### src/rtl/triad_pkg.sv
package triad_pkg;
  typedef enum logic [1:0] {TX_IDLE, TX_SEND, TX_WAIT} tx_st_e;
  typedef enum logic {RX_IDLE, RX_ADDR} rx_st_e;
endpackage

### src/rtl/triad_tx.sv
module triad_tx
  import triad_pkg::*;
#(
  parameter int HS_N   = 4,
  parameter int HOLD_W = 8
) (
  input  logic              clk,
  input  logic              rst_n,
  input  logic [HS_N-1:0]   hs_i,
  input  logic [HOLD_W-1:0] hold_cfg_i,
  output logic              ser_o,
  output logic              idle_o
);
  localparam int ADDR_W = (HS_N > 1) ? $clog2(HS_N) : 1;
  localparam int BC_W   = (ADDR_W > 1) ? $clog2(ADDR_W) : 1;
  localparam logic [BC_W-1:0] BC_LAST = BC_W'(ADDR_W - 1);

  tx_st_e            st_q;
  logic [ADDR_W-1:0] sh_q;
  logic [BC_W-1:0]   bc_q;
  logic [HOLD_W-1:0] cnt_q;
  logic [ADDR_W-1:0] low_idx;

  // lowest set index wins: scan from the top so the last match is the lowest
  always_comb begin
    low_idx = '0;
    for (int i = HS_N - 1; i >= 0; i--) begin
      if (hs_i[i]) low_idx = ADDR_W'(i);
    end
  end

  always_ff @(posedge clk or negedge rst_n) begin
    if (!rst_n) begin
      st_q  <= TX_IDLE;
      ser_o <= 1'b0;
      sh_q  <= '0;
      bc_q  <= '0;
      cnt_q <= '0;
    end else begin
      case (st_q)
        TX_IDLE: begin
          if (|hs_i) begin
            ser_o <= 1'b1;
            sh_q  <= low_idx;
            bc_q  <= '0;
            st_q  <= TX_SEND;
          end else begin
            ser_o <= 1'b0;
          end
        end
        TX_SEND: begin
          ser_o <= sh_q[ADDR_W-1];
          sh_q  <= sh_q << 1;
          if (bc_q == BC_LAST) begin
            st_q  <= TX_WAIT;
            cnt_q <= HOLD_W'(1);
          end else begin
            bc_q <= bc_q + 1'b1;
          end
        end
        TX_WAIT: begin
          ser_o <= 1'b0;
          if (!(|hs_i) || (cnt_q == hold_cfg_i)) begin
            st_q <= TX_IDLE;
          end else if (cnt_q != '1) begin
            cnt_q <= cnt_q + 1'b1;
          end
        end
        default: begin
          st_q  <= TX_IDLE;
          ser_o <= 1'b0;
        end
      endcase
    end
  end

  assign idle_o = (st_q == TX_IDLE);
endmodule

### src/rtl/triad_rx.sv
module triad_rx
  import triad_pkg::*;
#(
  parameter int HS_N = 4
) (
  input  logic            clk,
  input  logic            rst_n,
  input  logic            ser_i,
  output logic [HS_N-1:0] vec_o,
  output logic            valid_o
);
  localparam int ADDR_W = (HS_N > 1) ? $clog2(HS_N) : 1;
  localparam int BC_W   = (ADDR_W > 1) ? $clog2(ADDR_W) : 1;
  localparam logic [BC_W-1:0] BC_LAST = BC_W'(ADDR_W - 1);

  rx_st_e            st_q;
  logic [ADDR_W-1:0] sh_q;
  logic [BC_W-1:0]   bc_q;
  logic [ADDR_W-1:0] addr_nxt;

  assign addr_nxt = ADDR_W'({sh_q, ser_i});

  always_ff @(posedge clk or negedge rst_n) begin
    if (!rst_n) begin
      st_q    <= RX_IDLE;
      sh_q    <= '0;
      bc_q    <= '0;
      vec_o   <= '0;
      valid_o <= 1'b0;
    end else begin
      valid_o <= 1'b0;
      case (st_q)
        RX_IDLE: begin
          if (ser_i) begin
            st_q <= RX_ADDR;
            bc_q <= '0;
            sh_q <= '0;
          end
        end
        RX_ADDR: begin
          if (bc_q == BC_LAST) begin
            vec_o   <= HS_N'(1) << addr_nxt;
            valid_o <= 1'b1;
            st_q    <= RX_IDLE;
          end else begin
            sh_q <= addr_nxt;
            bc_q <= bc_q + 1'b1;
          end
        end
        default: st_q <= RX_IDLE;
      endcase
    end
  end
endmodule

### src/rtl/triad_link.sv
module triad_link #(
  parameter int HS_N   = 4,
  parameter int HOLD_W = 8
) (
  input  logic              clk,
  input  logic              rst_n,
  input  logic [HS_N-1:0]   hs_in,
  input  logic [HOLD_W-1:0] hold_cfg,
  output logic              ser_out,
  input  logic              ser_in,
  output logic [HS_N-1:0]   dec_vec,
  output logic              dec_valid
);
  logic tx_idle;

  triad_tx #(.HS_N(HS_N), .HOLD_W(HOLD_W)) u_tx (
    .clk        (clk),
    .rst_n      (rst_n),
    .hs_i       (hs_in),
    .hold_cfg_i (hold_cfg),
    .ser_o      (ser_out),
    .idle_o     (tx_idle)
  );

  triad_rx #(.HS_N(HS_N)) u_rx (
    .clk     (clk),
    .rst_n   (rst_n),
    .ser_i   (ser_in),
    .vec_o   (dec_vec),
    .valid_o (dec_valid)
  );
endmodule

### config.mk
export PLATFORM = sky130hd
export DESIGN_NAME = triad_link
export DESIGN_NICKNAME = d
export VERILOG_FILES = /design/src/rtl/triad_pkg.sv /design/src/rtl/triad_tx.sv /design/src/rtl/triad_rx.sv /design/src/rtl/triad_link.sv
export SDC_FILE = /design/constraint.sdc
export NUM_CORES = 1
export LEC_CHECK = 0
export CORE_MARGIN = 10
export CORE_UTILIZATION = 54
export CTS_CLUSTER_DIAMETER = 50
export CTS_CLUSTER_SIZE = 40
export DETAILED_ROUTE_END_ITERATION = 7
export PLACE_DENSITY = 0.82
export REMOVE_ABC_BUFFERS = 1
export SKIP_CTS_REPAIR_TIMING = 1
export SYNTH_ARGS = -nofsm -noshare
export SYNTH_HDL_FRONTEND = slang
export SYNTH_SLANG_ARGS = --single-unit
### constraint.sdc
create_clock -name clk -period 2.9 [get_ports clk]
set_input_delay 0.58 -clock clk [delete_from_list [all_inputs] [get_ports clk]]
set_output_delay 0.58 -clock clk [all_outputs]
set_load 0.03 [all_outputs]
---- Word level (Yosys, flattened, before mapping) ----
Index checks and enable logic that the tools add are counted.
cells by class
  add/sub/neg operators ................... 3
  shift operators ......................... 1
  bitwise gates (word level) .............. 1
  muxes and demuxes ....................... 30
  eq/ne operators ......................... 11
  reduce and logical (&&, ||, !) cells .... 11
operators by type and width
  operator             number
  $mux 8               3
  $mux 2               8
  $pmux 8 s2           1
  $mux 1               11
  $pmux 1 s2           5
  $add 8x1->8 const B  1
  $eq 8x8->1           1
  $ne 2x1->1 const B   4
  $ne 8x8->1 const B   1
  $ne 2x2->1 const B   3
  $pmux 2 s3           1
  $reduce_and 2->1     3
  $pmux 2 s2           1
  $reduce_and 4->1     1
  $reduce_bool 2->1    2
  $reduce_or 4->1      1
  $shl 1x2->4 const A  1
  $reduce_and 3->1     1
  $add 1x1->1 const B  2
  $eq 2x1->1 const B   1
  $eq 2x2->1 const B   1
  $logic_not 2->1      1
  $logic_not 1->1      1
  $logic_or 1x1->1     1
  $not 1->1            1
word-level totals
  output and inout bits ................... 6
  register bits after elaboration ......... 22
  word-level logic and storage cells ...... 67
  bits of input ports ..................... 15

---- Depth between registers and ports, before layout ----
Gate-level depths: netlist (run 1).
  word-level depth ........................ 6
  gate-level depth with buffers ........... 6
  mapped depth without buffers ............ 6

---- By module ----
Synthesis (run 1) repeated with hierarchy kept, for this count alone.
unflattened totals
  cells, all modules ...................... 121
  area total of the unflattened synthesis .. 1187.4 um^2
modules (own cells, without submodules)
  module    sequential area each (um^2)  area an instance (um^2)  instances  cells an instance
  triad_tx  350.3                        867.1                    1          98
  triad_rx  200.2                        320.3                    1          23

---- Worst setup path before layout (run 1) ----
Ideal clock, no wire load.
  path type ............................... input to register
  from .................................... in hold_cfg[7]
  to ...................................... reg u_tx.cnt_q[5]
  data required time ...................... 2.774 ns
  path slack .............................. 1.113 ns
  buffers on the path ..................... 0
  data arrival time ....................... 1.661 ns
  stages .................................. 5
  setup time .............................. 0.126 ns
  cell sequence ........................... xor2_1 -> nor4_2 -> a211o_2 -> nor2_1 -> a221o_1
between the ends
  cells in the longest elaborated chain, start to end .. 4
RTL lines
  item                        RTL line         RTL
  from (decl)                 triad_link.sv:8  input logic [HOLD_W-1:0] hold_cfg,
  $eq 8x8->1                  triad_tx.sv:63   if (!(|hs_i) || (cnt_q == hold_cfg_i)) begin
  $logic_or 1x1->1            triad_tx.sv:63
  $ne 2x2->1 (no line)        --
  $reduce_and 4->1 (no line)  --
  to (signal assigned)        triad_tx.sv:66   cnt_q <= cnt_q + 1'b1;
  to (decl)                   triad_tx.sv:21   logic [HOLD_W-1:0] cnt_q;
Every way passes these cells.
A chain may end at the register's enable or synchronous reset.

---- Worst setup path after layout (run 1) ----
  from .................................... in hs_in[1]
  to ...................................... reg u_tx.cnt_q[5]
between the ends
  cells in the longest elaborated chain, start to end .. 5
RTL lines
  item                        RTL line         RTL
  from (decl)                 triad_link.sv:7  input logic [HS_N-1:0] hs_in,
  $reduce_or 4->1             triad_tx.sv:63
  $logic_not 1->1             triad_tx.sv:63
  $logic_or 1x1->1            triad_tx.sv:63
  $ne 2x2->1 (no line)        --
  $reduce_and 4->1 (no line)  --
Every way passes these cells.

==> results of run 1 <==
power by group through the flow:
stage | registers [µW] | logic (µW) | clock network (µW)
after floorplan | 571 | 241 | 0
after global placement | 513 | 461 | 0
after detailed placement | 520 | 476 | 0
after CTS | 512 | 478 | 167
after global routing | 532 | 521 | 178
final | 511 | 470 | 165
stage by stage:
stage / instance area, µm² / hold slack, ps / setup WS [ps]
after detailed placement: 1375 / 472.3 / 517.4
after global routing: 1411 / 506.1 / 706.8
after global placement: 1375 / 452.5 / 538.9
after floorplan: 1134 / 284.4 / 1113
after CTS: 1411 / 484.2 / 850.9
final: 1411 / 485.8 / 827.6
sequential cells by signal, summed over array words and instances (netlist names):
register      count
u_tx.cnt_q        8
u_tx.st_q         2
u_rx.st_q         1
u_tx.sh_q         2
u_rx.sh_q         1
u_rx.bc_q         1
u_tx.bc_q         1
u_rx.vec_o        4
u_tx.ser_o        1
u_rx.valid_o      1
synthesized netlist by cell type, types with 2 or more instances:
| cell | count | share of area [%] |
|---|---|---|
| nand2_1 | 15 | 5.0 |
| a211oi_1 | 2 | 1.3 |
| a211o_1 | 3 | 2.3 |
| and3_1 | 3 | 1.7 |
| dfrtp_1 | 22 | 48 |
| nor2_1 | 10 | 3.3 |
| inv_1 | 8 | 2.6 |
| a21o_1 | 2 | 1.3 |
| xor2_1 | 8 | 6.2 |
| o21ai_0 | 6 | 2.6 |
| and2_1 | 2 | 1.1 |
| nor3_1 | 3 | 1.3 |
| nand2b_1 | 2 | 1.1 |
| o31ai_1 | 5 | 3.3 |
| nand3_1 | 3 | 1.3 |
| nor4_2 | 3 | 3.3 |
| a21oi_1 | 5 | 2.2 |
final cells by class:
class | instances | area [µm²]
fillers | 146 | 570.5
well taps | 27 | 33.78
inverters | 8 | 30.03
repair buffers | 21 | 207.7
clock buffers | 4 | 36.28
multi-input cells | 87 | 553.0
flip-flops and latches | 22 | 550.5
worst register-to-register path, stage by stage, from the launching register on:
cell and delay [ps]:
dfrtp_1 470, xor2_1 190, nor4_2 360, a211o_2 270, nor2_1 90, a221o_1 320
per-layer routing:
layer | global-route usage, % | vias to the layer above | wire (µm)
li1 | - | 464 | -
met1 | 13.37 | 438 | 1014
met2 | 19.08 | 28 | 1125
met3 | 4.237 | 2 | 194
met4 | 3.209 | 0 | 9
met5 | 0 | - | 0
how the worst max path moves through the flow:
stage | startpoint | endpoint | cells past startpoint
2_1_floorplan | hold_cfg[7] | u_tx.cnt_q[5]$_DFFE_PN0P_ | 5
3_3_place_gp | hs_in[1] | u_tx.cnt_q[5]$_DFFE_PN0P_ | 5
3_5_place_dp | hs_in[1] | u_tx.cnt_q[5]$_DFFE_PN0P_ | 5
4_1_cts | hs_in[1] | u_tx.cnt_q[5]$_DFFE_PN0P_ | 5
5_1_grt | hs_in[1] | u_tx.cnt_q[5]$_DFFE_PN0P_ | 5
6_report | hs_in[1] | u_tx.cnt_q[5]$_DFFE_PN0P_ | 5
logic make-up after synthesis:
family / count (synthesis) / synth area share [%]
buf+inv: 9 / 2.970
simple gates: 47 / 21.45
flops: 22 / 48.41
mux: 1 / 0.8801
xor+xnor: 8 / 6.161
compound gates: 30 / 19.03
fa+ha+maj: 1 / 1.100
==> results.sh, run 1 <==
export IMPL_grt_pass1_wl_um=4057
export IMPL_clock_path_buffers=2
export IMPL_r2r_end="u_tx.cnt_q[5]$_DFFE_PN0P_"
export IMPL_min_from="u_tx.bc_q$_DFFE_PN0P_"
export IMPL_synth_area_per_cell_um2=9.638
export IMPL_drv_slew=0
export IMPL_switching_share_pct=40.02
export IMPL_cp_cell_sequence="clkdlybuf4s50_1 > nor4_2 > a211o_2 > nor2_1 > a221o_1"
export IMPL_rr_worst_depth=5
export IMPL_grt_pass1_vias=913
export IMPL_grt_usage_pct=11.45
export IMPL_max_stage_delay_ps=560
export IMPL_hpwl_um=1868
export IMPL_num_vias=932
export IMPL_synth_seq_area_share_pct=48.40
export IMPL_holdCritPathClass="reg2reg"
export IMPL_utilization_pct=71.21
export IMPL_route_detailed_drc=0
export IMPL_path_class="in2reg"
export IMPL_start_kind="input pin"
export IMPL_max_freq_mhz=482.5
export IMPL_antenna_found_initial=0
export IMPL_port_buffer_count=20
export IMPL_outcome="completed"
export IMPL_htreeDepth=1
export IMPL_cts_tree="yes"
export IMPL_leakagePower_uw=0.0006639
export IMPL_grt_ovfl_total=0
export IMPL_vdd_ir_drop_worst_mv=0.5301
export IMPL_critical_path_top_delay_family="simple AND/OR/NAND/NOR gates"
export IMPL_yosys_warnings=0
export IMPL_cap_violations=0
export IMPL_synthCells=118
export IMPL_p_int_uw=687.0
export IMPL_r2r_setup_slack_ps=1100
export IMPL_place_congestion=0.9079
export IMPL_first_pass_iters=4
export IMPL_ant_nets=0
export IMPL_syn_area_um2=1137
export IMPL_seqPwrFrac_pct=44.6
export IMPL_core_area_um2=1982
export IMPL_row_count=16
export IMPL_critPathArrivalTime_ps=2270
export IMPL_stdcell_count=169
export IMPL_critPathCaptureType="flop"
export IMPL_fin_crit_ps=2072
export IMPL_slew_headroom_pct=62.56
export IMPL_path_clk_slew_ps=120
export IMPL_r2r_start="u_tx.cnt_q[4]$_DFFE_PN0P_"
export IMPL_synth_edf_count=0
export IMPL_ios=21
export IMPL_setup_viol=0
export IMPL_dp_cells=165
export IMPL_die_y_um=65.90
export IMPL_p_per_area_nw_per_um2=811.5
export IMPL_min_to="u_tx.st_q[0]$_DFFE_PN0P_"
export IMPL_combPwrFrac_pct=41.0
export IMPL_nNetsFinal=159
export IMPL_postSynth_asyncResetShare_pct=100.0
export IMPL_critPathBufInv=1
export IMPL_fin_skew_ps=10.01
export IMPL_die_area_um2=4342
export IMPL_final_common_cell="dfrtp_1"
export IMPL_finalSetupTns_ps=0
export IMPL_worst_slew_pin_transition_ps=557.0
export IMPL_synthFlopType="dfrtp_1"
export IMPL_switchingPower_uw=458.4
export IMPL_antennaDiodeCount=0
export IMPL_rsz0062_at_grt="false"
export IMPL_clock_sinks=22
export IMPL_pwr_share_clk_pct=14.4
export IMPL_drt_total_wl_um=2344
export IMPL_avgViaCountPerCell=5.515
export IMPL_grt_max_degree=23
export IMPL_drt_wirelength_per_cell_um=13.87
export IMPL_final_cell_mix="dfrtp_1, clkdlybuf4s50_1, nand2_1, nor2_1"
export IMPL_die_width_um=65.90
export IMPL_clk_latency_ps=300
export IMPL_area_delta_synth_final_pct=24.09
export IMPL_initialDrtViolationCount=36
export IMPL_ys_ff_latch=22
export IMPL_synth_distinct_cells=33
export IMPL_timing_final_crit_share_pct=71.46
export IMPL_numCtsBuffers=3
export IMPL_drive_gt1_share_pct=9.859
export IMPL_crit_fanout=8
export IMPL_cts_root_buf="clkbuf_4"
export IMPL_initial_core_util_pct=57.39
export IMPL_cpMaxStageDelayCell="nor4_2"
export IMPL_crit_required_ps=3100
export IMPL_whs_path_depth=1
export IMPL_hold_viol=0
export IMPL_finalPower_uw=1145
Note: power is estimated with default switching activity, not from simulation.
==> run 2: changes to the inputs <==
--- a/config.mk
+++ b/config.mk
@@ -6,11 +6,11 @@
 export NUM_CORES = 1
 export LEC_CHECK = 0
 export CORE_MARGIN = 10
-export CORE_UTILIZATION = 54
+export CORE_UTILIZATION = 50
 export CTS_CLUSTER_DIAMETER = 50
 export CTS_CLUSTER_SIZE = 40
 export DETAILED_ROUTE_END_ITERATION = 7
-export PLACE_DENSITY = 0.82
+export PLACE_DENSITY = 0.77
 export REMOVE_ABC_BUFFERS = 1
 export SKIP_CTS_REPAIR_TIMING = 1
 export SYNTH_ARGS = -nofsm -noshare
==> constraint.sdc (replaced) <==
create_clock -name clk -period 2.1 [get_ports clk]
set_input_delay 0.42 -clock clk [delete_from_list [all_inputs] [get_ports clk]]
set_output_delay 0.42 -clock clk [all_outputs]
set_load 0.03 [all_outputs]
==> run 2 against run 1 <==
Design area increased by 3.9%; setup slack got worse by 580 ps; cell count increased by 3.6%; clock power increased by 95%; sequential share of layout area decreased by 1.5 points; die area increased by 5.5%; critical path type unchanged; critical endpoint unchanged; count of clock-buffer cells in the layout decreased by 1; worst hold slack got worse by 47 ps; clock skew decreased by 4.8 ps.
==> results.sh, run 2 (same netlist as run 1, synthesis figures left out) <==
export IMPL_crit_path_start="hold_cfg[7]"
export IMPL_final_cell_mix="dfrtp_1, clkdlybuf4s50_1, nand2_1, nor2_1"
export IMPL_grt_ovfl_total=0
export IMPL_met3_usage_pct=4.463
export IMPL_grt_max_degree=23
export IMPL_critPathCaptureType="flop"
export IMPL_r2r_start="u_tx.cnt_q[4]$_DFFE_PN0P_"
export IMPL_slew_headroom_pct=74.51
export IMPL_start_kind="input pin"
export IMPL_critPathArrivalTime_ps=2060
export IMPL_path_class="in2reg"
export IMPL_worst_slew_pin_transition_ps=379.2
export IMPL_pwr_share_clk_pct=18.9
export IMPL_drt_wirelength_per_cell_um=14.79
export IMPL_combPwrFrac_pct=39.1
export IMPL_place_congestion=0.8479
export IMPL_area_delta_synth_final_pct=28.93
export IMPL_antennaDiodeCount=0
export IMPL_clk_latency_ps=310
export IMPL_cap_violations=0
export IMPL_timing_final_crit_share_pct=88.26
export IMPL_dpl_cell_area_um2=1414
export IMPL_htreeDepth=1
export IMPL_ios=21
export IMPL_grt_pass1_vias=1016
export IMPL_crit_required_ps=2310
export IMPL_hpwl_um=2034
export IMPL_grt_usage_pct=12.73
export IMPL_dp_cells=171
export IMPL_die_area_um2=4583
export IMPL_holdCritPathClass="in2async"
export IMPL_cts_tree="yes"
export IMPL_port_buffer_count=20
export IMPL_first_pass_iters=4
export IMPL_num_vias=976
export IMPL_p_per_area_nw_per_um2=1158
export IMPL_antenna_found_initial=0
export IMPL_crit_fanout=8
export IMPL_largest_reg_flops=8
export IMPL_p_int_uw=1046
export IMPL_max_freq_mhz=539.5
export IMPL_row_count=17
export IMPL_drt_total_wl_um=2588
export IMPL_leakagePower_uw=0.0006965
export IMPL_route_detailed_drc=0
export IMPL_path_clk_slew_ps=120
export IMPL_initial_core_util_pct=51.91
export IMPL_numCtsBuffers=3
export IMPL_fin_crit_ps=1854
export IMPL_utilization_pct=66.93
export IMPL_seqPwrFrac_pct=42.0
export IMPL_initialDrtViolationCount=56
export IMPL_top_regs="u_tx.cnt_q x8, u_rx.vec_o x4"
export IMPL_setup_viol=0
export IMPL_grt_pass1_wl_um=4457
export IMPL_grt_most_used_layer="met2"
export IMPL_drv_slew=0
export IMPL_final_common_cell="dfrtp_1"
export IMPL_cts_root_buf="clkbuf_4"
export IMPL_met2_usage_pct=20.42
export IMPL_grt_use_met1_pct=14.12
export IMPL_ant_nets=0
export IMPL_die_width_um=67.70
export IMPL_clock_sinks=22
export IMPL_clock_path_buffers=2
export IMPL_top_register="u_tx.cnt_q"
export IMPL_vdd_ir_drop_worst_mv=0.7959
export IMPL_outcome="completed"
export IMPL_fin_skew_ps=5.178
export IMPL_hold_viol=0
export IMPL_fin_area_um2=1466
export IMPL_switching_share_pct=38.39
export IMPL_rsz0062_at_grt="false"
export IMPL_switchingPower_uw=652.1
export IMPL_core_area_um2=2191
export IMPL_die_y_um=67.70
export IMPL_drive_gt1_share_pct=12.93
export IMPL_avgViaCountPerCell=5.577
export IMPL_stdcell_count=175
export IMPL_nNetsFinal=164
-- run 2: final cells by class --
cell class | instances | area (µm²)
multi-input combinational | 87 | 553.0
inverter | 8 | 30.03
fill | 192 | 724.4
clock inverter | 1 | 30.03
timing repair buffer | 26 | 245.2
clock buffer | 3 | 22.52
tap | 28 | 35.03
sequential | 22 | 550.5
-- run 2: final timing paths --
| check | depth (start not counted) | slack, ps | end |
|---|---|---|---|
| min in group clk | 1 | 490 | u_tx.st_q[0]$_DFFE_PN0P_ |
| worst max register to register | 5 | 280 | u_tx.cnt_q[5]$_DFFE_PN0P_ |
| worst min register to register | 1 | 490 | u_tx.st_q[0]$_DFFE_PN0P_ |
| max in group asynchronous | 2 | 1440 | u_tx.st_q[1]$_DFFE_PN0P_ |
| worst max-delay path | 6 | 250 | u_tx.cnt_q[5]$_DFFE_PN0P_ |
| worst min-delay path | 2 | 440 | u_tx.cnt_q[3]$_DFFE_PN0P_ |
-- run 2: power groups by stage --
stage          registers [µW]  clock network [µW]  logic [µW]
2_1_floorplan             788                   0         333
6_report                  714                 321         664
4_1_cts                   714                 332         675
3_3_place_gp              715                   0         654
3_5_place_dp              721                   0         673
5_1_grt                   744                 359         742
-- run 2: worst max-delay path: stages --
cell and delay, ps:
clkdlybuf4s50_1 420, xor2_1 180, nor4_2 360, a211o_2 280, nor2_1 80, a221o_1 320
-- run 2: stage by stage --
step / total power [µW] / setup WS (ps) / setup TNS [ps] / hold WS [ps]
floorplan: 1121 / 464.9 / 0 / 124.4
global placement: 1369 / -78.22 / -138.6 / 454.7
detailed placement: 1394 / -93.80 / -221.3 / 475.1
CTS: 1721 / 243.7 / 0 / 436.1
global route: 1845 / 146.0 / 0 / 432.2
finish: 1699 / 246.5 / 0 / 439.1
-- run 2: per-layer routing --
metal,vias up,share of wire (%),routed length (µm)
met2,27,47,1228
met4,0,3.1,79
met1,458,42,1098
met5,-,0,0
met3,9,7.0,182
li1,482,-,-
==> run 3: changes to the inputs <==
==> constraint.sdc (replaced) <==
create_clock -name clk -period 2.3 [get_ports clk]
set_input_delay 0.46 -clock clk [delete_from_list [all_inputs] [get_ports clk]]
set_output_delay 0.46 -clock clk [all_outputs]
set_load 0.03 [all_outputs]
==> run 3 against run 2 <==
Cell count is 2.3% lower; routed wire length decreased by 0.31%; sequential power decreased by 9.2%; die area unchanged; sequential share of layout area up 0.78 points; core utilization decreased by 1.4 points; non-clock buffer count down 4; count of clock-buffer cells in the layout unchanged; first-iteration DRC count up 8.9%.
==> results.sh, run 3 (same netlist as run 1, synthesis figures left out) <==
export IMPL_timing_final_crit_share_pct=83.69
export IMPL_switchingPower_uw=604.6
export IMPL_cpMaxStageDelayCell="clkdlybuf4s50_1"
export IMPL_grt_usage_pct=11.82
export IMPL_max_stage_delay_ps=430
export IMPL_ant_nets=0
export IMPL_core_area_um2=2191
export IMPL_antenna_found_initial=0
export IMPL_critPathArrivalTime_ps=2130
export IMPL_num_fill_cells=173
export IMPL_die_width_um=67.70
export IMPL_r2r_start="u_tx.cnt_q[4]$_DFFE_PN0P_"
export IMPL_row_count=17
export IMPL_crit_path_start="hold_cfg[7]"
export IMPL_htreeDepth=1
export IMPL_grt_ovfl_total=0
export IMPL_setup_viol=0
export IMPL_pre_cts_slack_ps=50.12
export IMPL_cts_tree="yes"
export IMPL_leakagePower_uw=0.0006763
export IMPL_cp_cell_sequence="clkdlybuf4s50_1 > xor2_1 > nor4_2 > a211o_2 > nor2_1 > a221o_1"
export IMPL_fin_crit_ps=1925
export IMPL_path_class="in2reg"
export IMPL_setup_ws_ps=375.1
export IMPL_top_register="u_tx.cnt_q"
export IMPL_switching_share_pct=38.98
export IMPL_path_clk_slew_ps=130
export IMPL_antennaDiodeCount=0
export IMPL_multi_input_area_um2=553.0
export IMPL_combPwrFrac_pct=38.9
export IMPL_drt_wirelength_per_cell_um=15.09
export IMPL_p_int_uw=946.4
export IMPL_grt_pass1_vias=951
export IMPL_grt_pass1_wl_um=4181
export IMPL_die_area_um2=4583
export IMPL_port_buffer_count=20
export IMPL_final_cell_mix="dfrtp_1, clkdlybuf4s50_1, nand2_1, nor2_1"
export IMPL_hold_viol=0
export IMPL_stdcell_count=171
export IMPL_avgViaCountPerCell=5.573
export IMPL_final_common_cell="dfrtp_1"
export IMPL_grt_max_degree=23
export IMPL_clk_latency_ps=320
export IMPL_first_pass_iters=4
export IMPL_start_kind="input pin"
export IMPL_route_detailed_drc=0
export IMPL_critPathBufInv=1
export IMPL_largest_reg_flops=8
export IMPL_max_freq_mhz=519.5
export IMPL_worst_slew_pin_transition_ps=332.2
export IMPL_finalSetupTns_ps=0
export IMPL_cap_violations=0
export IMPL_nNetsFinal=160
export IMPL_holdCritPathClass="in2async"
export IMPL_top_regs="u_tx.cnt_q x8, u_rx.vec_o x4"
export IMPL_area_delta_synth_final_pct=26.29
export IMPL_dp_cells=167
export IMPL_die_y_um=67.70
export IMPL_pwr_share_clk_pct=19.3
export IMPL_hpwl_um=2022
export IMPL_regArea_um2=550.5
export IMPL_p_per_area_nw_per_um2=1080
export IMPL_critPathCaptureType="flop"
export IMPL_drive_gt1_share_pct=10.49
export IMPL_seqPwrFrac_pct=41.8
export IMPL_clock_path_buffers=2
export IMPL_slew_headroom_pct=77.67
export IMPL_drv_slew=0
export IMPL_initialDrtViolationCount=61
export IMPL_outcome="completed"
export IMPL_critical_path_top_delay_family="compound AO/OA/AOI/OAI gates"
export IMPL_rsz0062_at_grt="false"
export IMPL_drt_total_wl_um=2580
export IMPL_num_vias=953
export IMPL_cts_root_buf="clkbuf_4"
export IMPL_place_congestion=0.8588
export IMPL_clock_sinks=22
export IMPL_fin_skew_ps=13.60
export IMPL_crit_fanout=8
export IMPL_numCtsBuffers=3
export IMPL_initial_core_util_pct=51.91
export IMPL_vdd_ir_drop_worst_mv=0.7031
export IMPL_crit_required_ps=2500
export IMPL_ios=21
[run 3: cell count changes in the layout (fill, tap and decap cells not counted), sizes merged]
cell,previous run,this run
buf,6,2
[run 3: power groups by stage]
stage                     clock, µW  sequential, µW  combinational [µW]
final                           300             648                 603
after global routing            321             669                 672
after CTS                       306             647                 614
after detailed placement          0             654                 610
after global placement            0             654                 589
after floorplan                   0             720                 304
[run 3: layout make-up]
type | instances | share of cell area, %
multi-input cells | 87 | 38.50
well taps | 28 | 2.439
repair buffers | 22 | 14.98
flip-flops and latches | 22 | 38.33
inverters | 8 | 2.091
clock buffers | 3 | 1.568
clock inverters | 1 | 2.091
[run 3: path summary, 6_finish.rpt]
kind	end	slack, ps	depth (start not counted)
max	u_tx.cnt_q[5]$_DFFE_PN0P_	380	6
min	u_tx.sh_q[0]$_DFFE_PN0P_	460	2
max reg2reg	u_tx.cnt_q[5]$_DFFE_PN0P_	470	5
min reg2reg	u_tx.st_q[0]$_DFFE_PN0P_	480	1
max in group asynchronous	u_tx.cnt_q[1]$_DFFE_PN0P_	1600	2
min in group clk	u_tx.st_q[0]$_DFFE_PN0P_	480	1
[run 3: metrics by stage]
stage	util, %	hold WS, ps	power (µW)	cell area (µm²)
global placement	63.16	456.8	1243	1384
CTS	65.56	471.8	1567	1436
detailed placement	63.16	462.3	1264	1384
global route	65.56	483.0	1662	1436
floorplan	-	164.4	1024	1134
finish	65.56	462.0	1551	1436
[run 3: routing by layer]
layer  vias to the layer above  track usage [%]  routed length, µm
met4                         0            4.615                 48
met2                        28            19.48               1280
li1                        467                -                  -
met1                       453            13.62               1084
met5                         -                0                  0
met3                         5            4.298                166
